==> config.mk <==
export PLATFORM = sky130hd
export DESIGN_NAME = seqc_counter
export DESIGN_NICKNAME = d
export VERILOG_FILES = /design/src/rtl/seqc_pkg.sv /design/src/rtl/seqc_jk_bit.sv /design/src/rtl/seqc_excite.sv /design/src/rtl/seqc_counter.sv
export SDC_FILE = /design/constraint.sdc
export NUM_CORES = 1
export LEC_CHECK = 0
export BUFFER_PORTS_ARGS = -buffer_cell sky130_fd_sc_hd__buf_2
export CAP_MARGIN = 20
export CORE_AREA = 2 2 39 41
export DETAILED_ROUTE_END_ITERATION = 7
export DIE_AREA = 0 0 41 43
export PLACE_DENSITY = 0.33
export SLEW_MARGIN = 40
export SYNTH_ARGS = -nofsm -noshare
export SYNTH_HDL_FRONTEND = slang
export SYNTH_SLANG_ARGS = --single-unit
==> constraint.sdc <==
create_clock -name clk -period 1.8 [get_ports clk]
set_input_delay 0.18 -clock clk [delete_from_list [all_inputs] [get_ports clk]]
set_output_delay 0.18 -clock clk [all_outputs]
set_load 0.01 [all_outputs]
==> src/rtl/seqc_pkg.sv <==
package seqc_pkg;
    localparam int unsigned STATE_W   = 3;
    localparam int unsigned NUM_CODES = 1 << STATE_W;

    typedef logic [STATE_W-1:0] code_t;

    // Registered values of the counter, next-value form built in one process.
    typedef struct packed {
        code_t code;
    } seqc_regs_t;

    // Codes that belong to the loop: 1, 2, 5, 6, 7.
    localparam logic [NUM_CODES-1:0] LOOP_MASK = 8'b1110_0110;
endpackage

==> src/rtl/seqc_jk_bit.sv <==
// Next value of one flip-flop under JK rules: set on J, clear on K, toggle on both.
module seqc_jk_bit (
    input  logic q,
    input  logic j,
    input  logic k,
    output logic q_next
);
    always_comb begin
        q_next = (j & ~q) | (~k & q);
    end
endmodule

==> src/rtl/seqc_excite.sv <==
// J and K inputs for the three state bits (bit 2 = A, bit 1 = B, bit 0 = C).
module seqc_excite
    import seqc_pkg::*;
(
    input  code_t cur,
    output code_t j_vec,
    output code_t k_vec
);
    logic bit_a, bit_b, bit_c;

    always_comb begin
        bit_a = cur[2];
        bit_b = cur[1];
        bit_c = cur[0];
        j_vec[2] = 1'b1;
        k_vec[2] = ~bit_b | ~bit_c;
        j_vec[1] = 1'b1;
        k_vec[1] = bit_a;
        j_vec[0] = bit_a;
        k_vec[0] = bit_a & ~bit_b;
    end
endmodule

==> src/rtl/seqc_counter.sv <==
module seqc_counter
    import seqc_pkg::*;
#(
    parameter logic [2:0] RST_CODE = 3'd2
) (
    input  logic       clk,
    input  logic       rst,
    input  logic       en,
    output logic [2:0] state,
    output logic       off_loop
);
    seqc_regs_t regs_d, regs_q;
    code_t      j_vec, k_vec, step_code;

    seqc_excite excite_i (
        .cur   (regs_q.code),
        .j_vec (j_vec),
        .k_vec (k_vec)
    );

    for (genvar b = 0; b < STATE_W; b++) begin : g_bit
        seqc_jk_bit jk_i (
            .q      (regs_q.code[b]),
            .j      (j_vec[b]),
            .k      (k_vec[b]),
            .q_next (step_code[b])
        );
    end

    always_comb begin
        regs_d = regs_q;
        if (rst) begin
            regs_d.code = RST_CODE;
        end else if (en) begin
            regs_d.code = step_code;
        end
    end

    always_ff @(posedge clk) begin
        regs_q <= regs_d;
    end

    assign state    = regs_q.code;
    assign off_loop = ~LOOP_MASK[regs_q.code];
endmodule

==> results.md <==
Outcome:
- The flow ran to the end, and the final reports show no timing, DRC or antenna violations.

Place:
- The placed instance count is 41.
- The final weighted congestion in routability-driven placement is 0.603.
- The count of buffers from port buffering is 6.

Final layout:
- The number of nets in the final layout is 34.
- The count of antenna diodes in the layout is 0.
- The final cell count without fillers is 44.
- Cells fill 18.5% of the core in the end.
- Compared with the post-synthesis result, the final layout area differs by 24.2%.
- Of the cells placed in the final design, the portion with a size suffix greater than 1 is 46.4%.

Synth:
- Yosys printed 0 warnings.
- By area, the combinational part of the netlist is dominated by simple AND/OR/NAND/NOR gates.
- After technology mapping, the gate count stands at 22.
- In this run, synthesis produced a sequential element count of 4.
- Of the total synthesized cell area, the portion taken by XOR and XNOR cells is 0%.
- The share of the yosys chip area belonging to registers is 38.8%.
- The area fraction in compound gates after synthesis is 17.0%.
- In this run the mean area of a mapped cell was 9.38 sq um.
- Multiplexer cells account for 4.85% of the synthesized area.
- Summing the areas of all and, or, nand and nor instances in the mapped netlist gives 17.0% of the synthesized area.
- The adder-cell share of the synthesized area is 6.06%.
- The total nets after synthesis is 26.
- After synthesis the cells add up to 206 sq um.
- The number of distinct library cells after synthesis is 15.

Floorplanning:
- The placeable core area is 0.00138 sq mm.
- The starting density of the core is 14.9%.
- After floorplanning, the core was divided into 14 placement rows.
- In this run the horizontal extent of the chip is 41 microns.
- The area of the die is 0.00176 sq mm.
- The die is 43 microns tall.
- The I/O pin total is 7.

STA:
- At the pin with the least slew margin, the transition time is 228 ps.
- The maximum frequency from static timing analysis is 735 MHz.
- Across all hold checks on the routed design, the worst slack comes to 157 ps.
- The summed negative setup slack over all endpoints is 0 ps.
- The final max-slew violation count is 0.
- The worst pin sits at a relative slew slack of 84.7%.
- Across the routed clock network, the largest skew measured is 0.903 ps.
- Setup violations remaining at the end of the flow were counted as 0.
- Setup repair after global routing left no endpoint under its margin.
- The smallest clock period supported by the final layout is computed as 1360 ps.
- The final count of hold timing violations was 0.
- The final worst-path cycle share is 75.6%.

Setup path:
- Walking the worst path, the cells encountered are nand2_1, nor3b_1, or3_1, ha_1, inv_1, mux2i_1.
- The worst setup path is launched from a register.
- The endpoint kind of the worst setup timing path is a register.
- The path depth of the worst reg2reg path is 6.
- The slowest stage of the critical path belongs to the cell or3_1.
- The critical path data required time is 1910 ps.
- The longest individual stage delay on the worst path is 360 ps.
- For the worst setup path, the data arrival time is 1470 ps.
- The peak fanout along the critical path is 5.
- By startpoint and endpoint, the worst setup path is classified as register to register.

Global route:
- The global routing usage summed across all routing layers is 5.21%.
- The number of global-route vias before repair is 154.
- The first global-routing pass estimated 538 microns of wire.
- For this run the aggregate overflow at the end of global routing stands at 0.
- The number of antenna violations at the first check in global routing is 0.
- Entering global routing, the biggest net connects 6 pins.

Routing:
- Dividing the detail-routed via count by the number of cells gives 3.64.
- After detailed routing, the number of remaining DRC violations is 0.
- Dividing the detail-routed wire length by the instance count gives 7.25 microns.
- The number of violations reported at the end of detailed-routing iteration 0 is 0.
- For this run, the detailed router's first-pass iteration total came to 1.
- The total number of vias is 160.
- In this run the remaining antenna-violating nets after routing total 0.
- The wire length reported by the detailed router is 319 microns.

Clocking:
- The clock slew at the register clock pins of the worst setup and hold paths is 40 ps.
- The later pin in the worst-skew pair is clocked with a latency of 230 ps.
- TritonCTS built the clock tree.
- The number of hold buffers added after cts is 0.
- The number of gates resized after CTS is 0.
- Buffers inserted during clock tree synthesis total 3.
- The CTS H-tree depth is 1.
- The library cell used as clock root buffer is clkbuf_4.
- Clock tree synthesis found a total of 4 sinks.
- The clock tree buffer depth is 2.
- The setup fix buffers added after clock tree synthesis is 0.

Power:
- The total power per unit cell area is 951 mW/mm^2.
- The analysis attributes to cell leakage a power of 0.000125 uW.
- The maximum VDD drop is 156 uV.

Job:
- Max-cap violations in this run came to 0.

Min path:
- The worst hold path was traced through 2 stages.
- The class of the tightest hold or removal check is primary input to register.
-- worst max-delay path: cells and delay by family (launching register included) --
family / cells / cell delay [ps]
muxes: 1 / 50
buffers and inverters: 1 / 50
DFF: 1 / 340
and+or+nand+nor: 3 / 520
adders and majority gates: 1 / 290
-- per-layer routing --
layer / GRT usage, % / wire length [microns] / share of wire [%] / up-vias
met5: 0 / 0 / 0 / -
met4: 8.00 / 0 / 0 / 0
met1: 5.11 / 139 / 44 / 69
met3: 3.14 / 39 / 12 / 0
met2: 5.63 / 140 / 44 / 5
li1: - / - / - / 86
-- synthesized netlist by cell type (all sizes together) --
cell / count / share of area, %
dfxtp: 4 / 39
buf: 3 / 11
inv: 3 / 5.5
nand2: 2 / 3.6
a211o: 1 / 4.8
a21oi: 1 / 2.4
a31oi: 1 / 6.1
ha: 1 / 6.1
mux2i: 1 / 4.8
nor2b: 1 / 4.2
nor3: 1 / 2.4
nor3b: 1 / 3.6
o21bai: 1 / 3.6
or3: 1 / 3.0
-- worst paths after layout --
kind / from / endpoint / slack (ps)
max: state[2] / register / 440
min: rst / state[0] / 160
max reg2reg: state[2] / register / 440
min reg2reg: state[0] / state[2] / 550
-- where the power goes --
part           switching, uW  internal, uW
Combinational           17.6          17.0
Clock                   32.0          74.3
Sequential              5.94          97.1
-- metrics by stage --
step	setup WS (ps)	area (sq um)	total power, uW
2_1_floorplan	508	206	132
3_3_place_gp	440	234	140
3_5_place_dp	431	234	140
4_1_cts	422	256	252
5_1_grt	310	256	267
6_report	439	256	244
-- cell type report --
type                       instances  area [sq um]
clock buffer                       3          22.5
fill                             168          1130
inverter                           3          11.3
multi-input combinational         12          92.6
sequential                         4          80.1
tap                               16          20.0
timing repair buffer               6          30.0
-- cells in the final DEF (no fill, tap or decap) --
cell      count
buf_2         6
dfxtp_1       4
clkbuf_4      3
nand2_1       2
inv_1         2
nor2b_2       1
a211o_2       1
inv_2         1
o21bai_1      1
a31oi_2       1
mux2i_1       1
nor3b_1       1
a21oi_1       1
or3_1         1
nor3_1        1
ha_1          1
-- logic make-up (layout without fill, tap and decap cells) --
kind of cell,count (synthesis),in the layout
compound gates,4,4
fa+ha+maj,1,1
buf+inv,6,12
flops,4,4
mux,1,1
simple gates,6,6
(Power assumes the default switching activity.)
